File: src/rtl/dqs_train_pkg.sv
package dqs_train_pkg;

  localparam int PAT_LEN = 8;
  localparam int IDX_W   = $clog2(PAT_LEN);

  typedef enum logic [2:0] {
    S_IDLE,
    S_FRST,
    S_WAIT,
    S_REQ,
    S_FINAL
  } seq_state_t;

  // Training pattern, indexed by byte position within a pass
  function automatic logic [7:0] train_byte(input logic [IDX_W-1:0] i);
    case (i)
      3'd0:    train_byte = 8'hFE;
      3'd1:    train_byte = 8'h11;
      3'd2:    train_byte = 8'h33;
      3'd3:    train_byte = 8'h55;
      3'd4:    train_byte = 8'h77;
      3'd5:    train_byte = 8'h99;
      3'd6:    train_byte = 8'hBB;
      default: train_byte = 8'hDD;
    endcase
  endfunction

endpackage

File: src/rtl/dqs_settle_timer.sv
module dqs_settle_timer #(
  parameter int SETTLE = 3
) (
  input  logic clk,
  input  logic rst_n,
  input  logic load,
  output logic expired
);
  localparam int CNT_W = $clog2(SETTLE + 1);

  logic [CNT_W-1:0] cnt_q;

  always_ff @(posedge clk or negedge rst_n) begin
    if (!rst_n)              cnt_q <= '0;
    else if (load)           cnt_q <= CNT_W'(SETTLE);
    else if (cnt_q != '0)    cnt_q <= cnt_q - CNT_W'(1);
  end

  assign expired = (cnt_q == '0);

  // a freshly loaded timer is never reported as expired on the next cycle
  a_r3_load_not_expired: assert property (@(posedge clk) disable iff (!rst_n)
    load |=> !expired);

endmodule

File: src/rtl/dqs_byte_judge.sv
module dqs_byte_judge
  import dqs_train_pkg::*;
(
  input  logic [IDX_W-1:0] idx,
  input  logic [7:0]       rd_data,
  input  logic             masked,
  input  logic             dummy,
  output logic             fail
);
  logic [7:0] expect_byte;

  always_comb begin
    expect_byte = train_byte(idx);
    fail        = (rd_data != expect_byte) | masked | dummy;
  end

endmodule

File: src/rtl/dqs_tap_ctr.sv
module dqs_tap_ctr #(
  parameter int TAP_W = 5
) (
  input  logic             clk,
  input  logic             rst_n,
  input  logic             clr,
  input  logic             inc,
  input  logic             mark,
  input  logic             centre,
  output logic [TAP_W-1:0] tap,
  output logic             at_top
);
  logic [TAP_W-1:0] tap_q;
  logic [TAP_W-1:0] start_q;

  // Midpoint between the recorded lower edge and the first failing tap
  function automatic logic [TAP_W-1:0] mid_tap(input logic [TAP_W-1:0] lo,
                                               input logic [TAP_W-1:0] hi);
    mid_tap = lo + ((hi - lo) >> 1);
  endfunction

  always_ff @(posedge clk or negedge rst_n) begin
    if (!rst_n) begin
      tap_q   <= '0;
      start_q <= '0;
    end else begin
      if (clr)         tap_q <= '0;
      else if (inc)    tap_q <= tap_q + TAP_W'(1);
      else if (centre) tap_q <= mid_tap(start_q, tap_q);
      if (mark)        start_q <= tap_q;
    end
  end

  assign tap    = tap_q;
  assign at_top = &tap_q;

  // the sequencer never asks for a step past the highest tap
  a_r7_no_wrap: assert property (@(posedge clk) disable iff (!rst_n)
    inc |-> !at_top);

  // centring lands inside the window, never below its lower edge
  a_r8_centre_in_window: assert property (@(posedge clk) disable iff (!rst_n)
    centre |=> (tap_q >= start_q));

endmodule

File: src/rtl/dqs_train_seq.sv
module dqs_train_seq
  import dqs_train_pkg::*;
#(
  parameter int TAP_W      = 5,
  parameter int LANE_W     = 2,
  parameter int ADDR_W     = 8,
  parameter int WORD_BYTES = 4,
  parameter int SETTLE     = 3
) (
  input  logic              clk,
  input  logic              rst_n,
  input  logic              start_i,
  input  logic [LANE_W-1:0] lane_i,
  output logic              busy_o,
  output logic              done_o,
  output logic              ok_o,
  output logic              err_o,
  output logic [TAP_W-1:0]  tap_o,
  output logic              rd_req_o,
  output logic [ADDR_W-1:0] rd_addr_o,
  input  logic              rd_ack_i,
  input  logic [7:0]        rd_data_i,
  input  logic              rd_masked_i,
  input  logic              rd_dummy_i,
  output logic              fifo_rst_o
);
  localparam logic [IDX_W-1:0] LAST_IDX = IDX_W'(PAT_LEN - 1);

  seq_state_t        state_q;
  logic [IDX_W-1:0]  idx_q;
  logic [LANE_W-1:0] lane_q;
  logic              phase_past_q;
  logic              busy_q, done_q, ok_q, err_q;

  // Named internal events
  logic tmr_load, tmr_expired;
  logic byte_fail, last_byte, ack_evt;
  logic tap_clr, tap_inc, tap_mark, tap_centre, tap_at_top;

  dqs_settle_timer #(.SETTLE(SETTLE)) u_timer (
    .clk(clk), .rst_n(rst_n), .load(tmr_load), .expired(tmr_expired)
  );

  dqs_byte_judge u_judge (
    .idx(idx_q), .rd_data(rd_data_i), .masked(rd_masked_i),
    .dummy(rd_dummy_i), .fail(byte_fail)
  );

  dqs_tap_ctr #(.TAP_W(TAP_W)) u_tap (
    .clk(clk), .rst_n(rst_n), .clr(tap_clr), .inc(tap_inc),
    .mark(tap_mark), .centre(tap_centre), .tap(tap_o), .at_top(tap_at_top)
  );

  assign ack_evt   = (state_q == S_REQ) && rd_ack_i;
  assign last_byte = (idx_q == LAST_IDX);
  assign tmr_load  = (state_q == S_FRST);

  always_comb begin
    tap_clr    = (state_q == S_IDLE) && start_i;
    tap_inc    = 1'b0;
    tap_mark   = 1'b0;
    tap_centre = (state_q == S_FINAL);
    if (ack_evt) begin
      if (!phase_past_q) begin
        tap_inc  = byte_fail && !tap_at_top;
        tap_mark = !byte_fail && last_byte;
      end else begin
        tap_inc  = !byte_fail && last_byte && !tap_at_top;
      end
    end
  end

  always_ff @(posedge clk or negedge rst_n) begin
    if (!rst_n) begin
      state_q      <= S_IDLE;
      idx_q        <= '0;
      lane_q       <= '0;
      phase_past_q <= 1'b0;
      busy_q       <= 1'b0;
      done_q       <= 1'b0;
      ok_q         <= 1'b0;
      err_q        <= 1'b0;
    end else begin
      done_q <= 1'b0;
      case (state_q)
        S_IDLE: if (start_i) begin
          busy_q       <= 1'b1;
          ok_q         <= 1'b0;
          err_q        <= 1'b0;
          lane_q       <= lane_i;
          idx_q        <= '0;
          phase_past_q <= 1'b0;
          state_q      <= S_FRST;
        end
        S_FRST: state_q <= S_WAIT;
        S_WAIT: if (tmr_expired) state_q <= S_REQ;
        S_REQ: if (rd_ack_i) begin
          if (!phase_past_q) begin
            if (byte_fail) begin
              if (tap_at_top) begin
                busy_q <= 1'b0; done_q <= 1'b1; err_q <= 1'b1; state_q <= S_IDLE;
              end else begin
                idx_q <= '0; state_q <= S_FRST;
              end
            end else if (last_byte) begin
              phase_past_q <= 1'b1; idx_q <= '0; state_q <= S_FRST;
            end else begin
              idx_q <= idx_q + IDX_W'(1); state_q <= S_FRST;
            end
          end else begin
            if (byte_fail) begin
              state_q <= S_FINAL;
            end else if (last_byte) begin
              if (tap_at_top) begin
                busy_q <= 1'b0; done_q <= 1'b1; err_q <= 1'b1; state_q <= S_IDLE;
              end else begin
                idx_q <= '0; state_q <= S_FRST;
              end
            end else begin
              idx_q <= idx_q + IDX_W'(1); state_q <= S_FRST;
            end
          end
        end
        S_FINAL: begin
          busy_q <= 1'b0; done_q <= 1'b1; ok_q <= 1'b1; state_q <= S_IDLE;
        end
        default: state_q <= S_IDLE;
      endcase
    end
  end

  assign busy_o     = busy_q;
  assign done_o     = done_q;
  assign ok_o       = ok_q;
  assign err_o      = err_q;
  assign rd_req_o   = (state_q == S_REQ);
  assign rd_addr_o  = ADDR_W'(idx_q) * ADDR_W'(WORD_BYTES) + ADDR_W'(lane_q);
  assign fifo_rst_o = (state_q == S_FRST) || (state_q == S_FINAL);

  // a run always begins at tap 0
  a_r1_start_at_zero: assert property (@(posedge clk) disable iff (!rst_n)
    $rose(busy_o) |-> (tap_o == '0) && !done_o);

  // a request only follows an expired settle interval
  a_r3_req_settled: assert property (@(posedge clk) disable iff (!rst_n)
    $rose(rd_req_o) |-> $past(tmr_expired));

  // during a run the tap only moves upward by one
  a_r5_step_by_one: assert property (@(posedge clk) disable iff (!rst_n)
    (busy_o && $past(busy_o) && (tap_o != $past(tap_o))) |-> (tap_o == $past(tap_o) + TAP_W'(1)));

  // an error result leaves the tap at its top value
  a_r7_err_at_top: assert property (@(posedge clk) disable iff (!rst_n)
    (done_o && err_o) |-> (&tap_o));

  // a successful finish follows the closing FIFO strobe
  a_r8_final_strobe: assert property (@(posedge clk) disable iff (!rst_n)
    (done_o && ok_o) |-> $past(fifo_rst_o));

  // done is a single-cycle pulse with exactly one result flag
  a_r9_done_pulse: assert property (@(posedge clk) disable iff (!rst_n)
    done_o |=> !done_o);
  a_r9_done_idle: assert property (@(posedge clk) disable iff (!rst_n)
    done_o |-> !busy_o && (ok_o ^ err_o));
  a_r9_hold: assert property (@(posedge clk) disable iff (!rst_n)
    (!busy_o && $past(!busy_o)) |-> $stable(tap_o) && $stable(ok_o) && $stable(err_o));

  // a pending request and its address hold until acknowledged
  a_r11_req_hold: assert property (@(posedge clk) disable iff (!rst_n)
    (rd_req_o && !rd_ack_i) |=> rd_req_o && $stable(rd_addr_o));

endmodule

File: config.mk
export PLATFORM = sky130hd
export DESIGN_NAME = dqs_train_seq
export DESIGN_NICKNAME = d
export VERILOG_FILES = /design/src/rtl/dqs_train_pkg.sv /design/src/rtl/dqs_settle_timer.sv /design/src/rtl/dqs_byte_judge.sv /design/src/rtl/dqs_tap_ctr.sv /design/src/rtl/dqs_train_seq.sv
export SDC_FILE = /design/constraint.sdc
export NUM_CORES = 1
export LEC_CHECK = 0
export ABC_CLOCK_PERIOD_IN_PS = 5600
export BUFFER_PORTS_ARGS = -buffer_cell sky130_fd_sc_hd__buf_2
export CAP_MARGIN = 15
export CORE_ASPECT_RATIO = 1.2
export CORE_MARGIN = 2
export CORE_UTILIZATION = 62
export CTS_BUF_LIST = sky130_fd_sc_hd__clkbuf_8
export CTS_CLUSTER_DIAMETER = 40
export DETAILED_ROUTE_END_ITERATION = 8
export GPL_TIMING_DRIVEN = 0
export PLACE_DENSITY = 0.88
export SLEW_MARGIN = 20
export SYNTH_ARGS = -nofsm -noshare
export SYNTH_HDL_FRONTEND = slang
export SYNTH_SLANG_ARGS = --single-unit
File: constraint.sdc
create_clock -name clk -period 5.6 [get_ports clk]
set_input_delay 0 -clock clk [delete_from_list [all_inputs] [get_ports clk]]
set_output_delay 0 -clock clk [all_outputs]
set_load 0.05 [all_outputs]
# [Word level (Yosys, flattened, before mapping)]
# Index checks and enable logic that the tools add are counted.
[totals] reg_bits=25 in_bits=16 output_inout_bits=19 elab_cells=119
[op_classes] addsub=6 eq_ne=18 n_mux=57 bitwise=2 reduce_logical=25
[op_table] operator="$pmux 8 s7" count=1
[op_table] operator="$mux 3" count=15
[op_table] operator="$mux 1" count=29
[op_table] operator="$eq 3x3->1 const B" count=5
[op_table] operator="$mux 5" count=3
[op_table] operator="$eq 3x2->1 const B" count=4
[op_table] operator="$pmux 3 s4" count=1
[op_table] operator="$reduce_and 6->1" count=2
[op_table] operator="$ne 8x8->1" count=1
[op_table] operator="$pmux 1 s2" count=4
[op_table] operator="$reduce_bool 2->1" count=4
[op_table] operator="$add 5x2->6" count=1
[op_table] operator="$eq 3x1->1 const B" count=2
[op_table] operator="$logic_not 3->1" count=2
[op_table] operator="$ne 3x1->1 const B" count=2
[op_table] operator="$pmux 3 s2" count=1
[op_table] operator="$reduce_and 3->1" count=2
[op_table] operator="$reduce_bool 3->1" count=2
[op_table] operator="$add 5x1->5 const B" count=1
[op_table] operator="$add 5x4->5" count=1
[op_table] operator="$logic_and 1x1->1" count=5
[op_table] operator="$reduce_and 5->1" count=1
[op_table] operator="$sub 5x5->5" count=1
[op_table] operator="$mux 2" count=2
[op_table] operator="other kinds (12)" count=16

# [Depth between registers and ports, before layout]
[logic_depth] ltp_word=12 depth_mapped=11 ltp_nobuf=11

# [Hierarchy]
# A second synthesis with hierarchy kept.
[hier_totals] cells_unflattened=211 area_unflattened_um2=1924.3
[by_module_without_submodules] module="dqs_train_seq" n_inst=1 cells_each=91 area_per_inst_um2=857.1 seq_area_each_um2=325.3
[by_module_without_submodules] module="dqs_tap_ctr" n_inst=1 cells_each=84 area_per_inst_um2=780.7 seq_area_each_um2=250.2
[by_module_without_submodules] module="dqs_byte_judge" n_inst=1 cells_each=27 area_per_inst_um2=188.9 seq_area_each_um2=0.0
[by_module_without_submodules] module="dqs_settle_timer" n_inst=1 cells_each=9 area_per_inst_um2=97.6 seq_area_each_um2=50.0

# [Worst setup path after synthesis]
# Ideal clock, no wire load.
[synth_path] path_type="flip-flop to flip-flop" startpoint="reg idx_q[0]" endpoint="reg u_tap.start_q[0]" setup_time_ns=0.125 arrival_time_ns=2.680 required_ns=5.475 slack_ns=2.795 path_stages_with_launch=9 path_buffers=0 period_less_slack_ns=2.805 path_cell_list="dfrtp_1 > inv_1 > ha_1 > nor2_1 > xor2_1 > nand4_1 > a311o_2 > nor4_4 > mux2_2"
[synth_via] elab_chain_cells=9 elab_cells_between_ends=16 classes_between="eq/ne (8); mux (3); bitwise (2); reduce/logical (3)"
[synth_rtl] item="start, declared" line_no="dqs_train_seq.sv:30" source="logic [IDX_W-1:0] idx_q;"
[synth_rtl] item="start signal, assigned" line_no="dqs_train_seq.sv:76" source="idx_q <= '0;"
[synth_rtl] item="start signal, assigned" line_no="dqs_train_seq.sv:91" source="idx_q <= '0;"
[synth_rtl] item="start signal, assigned" line_no="dqs_train_seq.sv:103" source="idx_q <= '0; state_q <= S_FRST;"
[synth_rtl] item="$eq 3x3->1 (tied with other cells)" line_no="dqs_train_pkg.sv:16" source="case (i)"
[synth_rtl] item="$pmux 8 s7" line_no="dqs_train_pkg.sv:16"
[synth_rtl] item="$ne 8x8->1" line_no="dqs_byte_judge.sv:14" source="fail = (rd_data != expect_byte) | masked | dummy;"
[synth_rtl] item="$or 1x1->1 (2 in series)" line_no="dqs_byte_judge.sv:14"
[synth_rtl] item="$logic_not 1->1" line_no="dqs_train_seq.sv:66" source="tap_mark = !byte_fail && last_byte;"
[synth_rtl] item="$logic_and 1x1->1 *" line_no="dqs_train_seq.sv:66"
[synth_rtl] item="$mux 1 *" line_no="dqs_train_seq.sv:64" source="if (!phase_past_q) begin"
[synth_rtl] item="$mux 1 *" line_no="dqs_train_seq.sv:63" source="if (ack_evt) begin"
[synth_rtl] item="end signal, assigned" line_no="dqs_tap_ctr.sv:30" source="if (mark) start_q <= tap_q;"
[synth_rtl] item="end, declared" line_no="dqs_tap_ctr.sv:14" source="logic [TAP_W-1:0] start_q;"
# Mark *: on every way between the ends. The rest lies on a longest branch, timed or not.
# A chain may end at the register's enable or synchronous reset.

# [Worst setup path in the final report]
[layout_path] startpoint="reg idx_q[0]" endpoint="reg u_tap.start_q[4]"
# The elaborated chain is that of the path after synthesis.

==> results by group <==
Status
  • Status: finished clean

STA
  • Slew Limit Fails: 0
  • Final setup vio count: 0
  • Slew @ Worst Pin: 1.06 ns
  • Layout Skew: ~0.0035 ns
  • Setup TNS: 0 ns
  • RSZ-0062 raised after global routing: false
  • Slew HR: 28.7%
  • Final hold vios: 0
  • Ratio of final minimum period to clock period: 49.6%
  • Hold_ws: just over 0.2 ns
  • Max Clock Freq: 360 MHz
  • Tmin final: 2.78 ns

Yosys
  • Post-synthesis sequential area ratio: 34.5%
  • Largest cells by area after synthesis: dfrtp_1 34%, ha_1 10%, nand2_1 5.6%, a21oi_1 3.6%, nor2_1 3.3%
  • Async S/R FF share, synth: 100%
  • Post-synthesis cell type count: 45
  • Avg Cell Area, Syn: 8.90 um^2
  • Synth top area share: 34.5%
  • Number of flops mapped to enable cells by yosys: 0
  • Post-synth top cells: 27 x nand2_1, 25 x dfrtp_1, 16 x nor2_1
  • Post-Syn Instances: about 200
  • Synthesis-stage register bit count: 25
  • Cell with the most instances after synthesis: nand2_1
  • Yosys warning count: 0
  • Dominant synthesized flop cell: dfrtp_1
  • Area leader, netlist: dfrtp_1
  • Mapped cell area: between 1500 and 2000 um^2

Min path
  • Min-delay src: start_i
  • Worst-case hold path end point: lane_q[1]
  • Worst Hold Class: primary input to flop
  • Worst Hold Depth: 4

Layout
  • Share of cells above drive strength 1: 18.8%
  • P&R area growth vs syn: 16.0%
  • Final layout net count: 279
  • Cell Count, Final, Fillers Out: 279
  • ANT cells: 0

Global route
  • Vias in the first global route: between 1500 and 2000
  • GRT Util Overall: ~24%
  • Congestion Overflow GR: 0
  • Largest net degree at the start of global routing: 26
  • First-pass GRT wire length: 6180 um
  • Initial antenna violation count: 0

Route
  • Antenna-violating nets left: 0
  • Routed via count: 1637
  • Routed wire per std cell: 13.1 um
  • Drt first pass iters: 4
  • DR vias/cell: 5.87
  • WL final: 3660 um
  • Starting DRT DRC Count: 41
  • Post-route DRC: 0

Setup path
  • Cells along the critical path: inv_1 -> ha_1 -> nor2_1 -> xor2_1 -> nand4_1 -> a311o_2 -> nor4_4 -> mux2_2
  • Worst EP arrival: 2.93 ns
  • Reg2reg end: u_tap.start_q[4]
  • R2R Setup Slk: 2.82 ns
  • Worst endpoint required time: 5.75 ns
  • Crit path max-delay cell type: dfrtp_1
  • Worst Setup End Kind: flop
  • RR Startpoint: idx_q[0]
  • Crit Path Max Fanout: 8
  • R2r worst-path depth: 8
  • Kind of critical path: flop to flop
  • Critical path startpoint category: flop
  • CP delay by family, top: simple AND/OR/NAND/NOR gates
  • CP Buf/Inv Count: 1
  • Critical Path Max Stage Delay: around 0.49 ns

Floorplanning
  • Core region area: 2790 um^2
  • Initial Util: 65.2%
  • Die area: between 3000 and 4000 um^2
  • Io pins: 35
  • Die height: 63.3 um
  • Cell row count: 21
  • Die extent in x: 53.4 um

Placement
  • GPL Wtd Cong: ~0.88
  • Buffers on Ports: 31
  • Post-DP HPWL: 2810 um
  • Placed Cells: about 270

CTS
  • H-tree depth: 1
  • Worst-path clk slew: 0.08 ns
  • Root Driver: clkbuf_8
  • Clk buf depth: 2
  • Clock sinks: 25
  • CTS Buf Count: 3
  • CTS resizes: 0
  • Worst-skew pair later-pin latency: 0.26 ns
  • CTS tree: built

Run
  • MaxCap Viol Count: 0

Power
  • Leak pwr: 1.05 nW
  • P per Cell Area: between 400 and 500 nW/um^2
  • Worst VDD drop: between 0.0003 and 0.0004 V
==> metrics by stage <==
step	setup WS (ns)	instance area, um^2	util (%)	total power, mW
after floorplan	2.80	1820	-	0.668
after global placement	2.87	2020	72.6	0.761
after detailed placement	2.85	2020	72.6	0.775
after CTS	2.82	2110	75.6	0.881
after global routing	2.69	2110	75.6	0.947
final	2.82	2110	75.6	0.877
==> registers in the layout, summed over array words and instances (netlist names) <==
signal         cells
u_tap.start_q      5
u_tap.tap          5
idx_q              3
state_q            3
lane_q             2
u_timer.cnt_q      2
busy_o             1
done_o             1
err_o              1
ok_o               1
phase_past_q       1
==> how the worst max path moves through the flow <==
stage                                  end  cells after the start      from
after global routing      u_tap.start_q[0]                      8  idx_q[0]
after global placement    u_tap.start_q[0]                      8  idx_q[0]
final                     u_tap.start_q[4]                      8  idx_q[0]
after CTS                 u_tap.start_q[0]                      8  idx_q[0]
after detailed placement  u_tap.start_q[0]                      8  idx_q[0]
after floorplan           u_tap.start_q[0]                      8  idx_q[0]
==> cell usage in the layout (no fill, tap or decap), types with 4 or more instances in the layout <==
| master | count |
|---|---|
| buf_2 | 32 |
| dlygate4sd3_1 | 4 |
| nor2_1 | 16 |
| dfrtp_1 | 25 |
| a21oi_1 | 13 |
| inv_1 | 16 |
| nor3_1 | 6 |
| nand2b_1 | 6 |
| ha_1 | 15 |
| xnor2_1 | 6 |
| a21o_1 | 5 |
| xor2_1 | 5 |
| clkbuf_1 | 4 |
| nand3_1 | 7 |
| o21ai_0 | 8 |
| nand2_1 | 27 |
==> where the power goes <==
| part | switching [mW] | internal [mW] | leakage (nW) |
|---|---|---|---|
| sequential | 0.0510 | 0.223 | 0.306 |
| combinational | 0.317 | 0.183 | 0.721 |
| clock | 0.0538 | 0.0490 | 0.0269 |
| total | 0.422 | 0.455 | 1.05 |
==> worst register-to-register path: cells and delay by family, from the launching register on <==
kind / cells / cell delay, ns
AND/OR/NAND/NOR: 3 / 0.75
flip-flops: 1 / 0.49
AO/OA/AOI/OAI: 1 / 0.45
multiplexers: 1 / 0.39
adder cells (fa/ha/maj): 1 / 0.29
XOR/XNOR: 1 / 0.15
buffers and inverters: 1 / 0.13
==> what timing repair did <==
action / 4_1_cts / 5_1_grt
setup buffers: 0 / 0
hold endpoints to repair: 28 / 0
hold buffers: 4 / 0
==> cells by family (layout without fill, tap and decap cells) <==
logic type | Yosys count | after routing | synth area share [%]
AO/OA/AOI/OAI | 46 | 46 | 17.2
XOR/XNOR | 11 | 11 | 5.31
adder cells (fa/ha/maj) | 17 | 17 | 12.5
buffers and inverters | 23 | 62 | 5.44
flip-flops | 25 | 25 | 34.5
multiplexers | 6 | 6 | 4.13
other | 1 | 3 | 0.207
AND/OR/NAND/NOR | 75 | 75 | 20.7
==> per-layer routing <==
layer,track usage (%),wire length [um],part of all wire [%],vias up
met4,11.5,96,2.6,0
li1,-,-,-,798
met1,25.0,1460,40,783
met5,0,0,0,-
met2,45.5,1960,54,44
met3,1.90,142,3.9,12
==> cell type report <==
cell class                      instances  area (um^2)
Multi-Input combinational cell        158         1100
Fill cell                             217          679
Sequential cell                        25          626
Timing Repair Buffer                   35          195
Inverter                               15         56.3
Buffer                                  8         42.5
Tap cell                               34         42.5
Clock buffer                            3         41.3
Clock inverter                          1         3.75
Note: power is estimated with default switching activity, not from simulation.
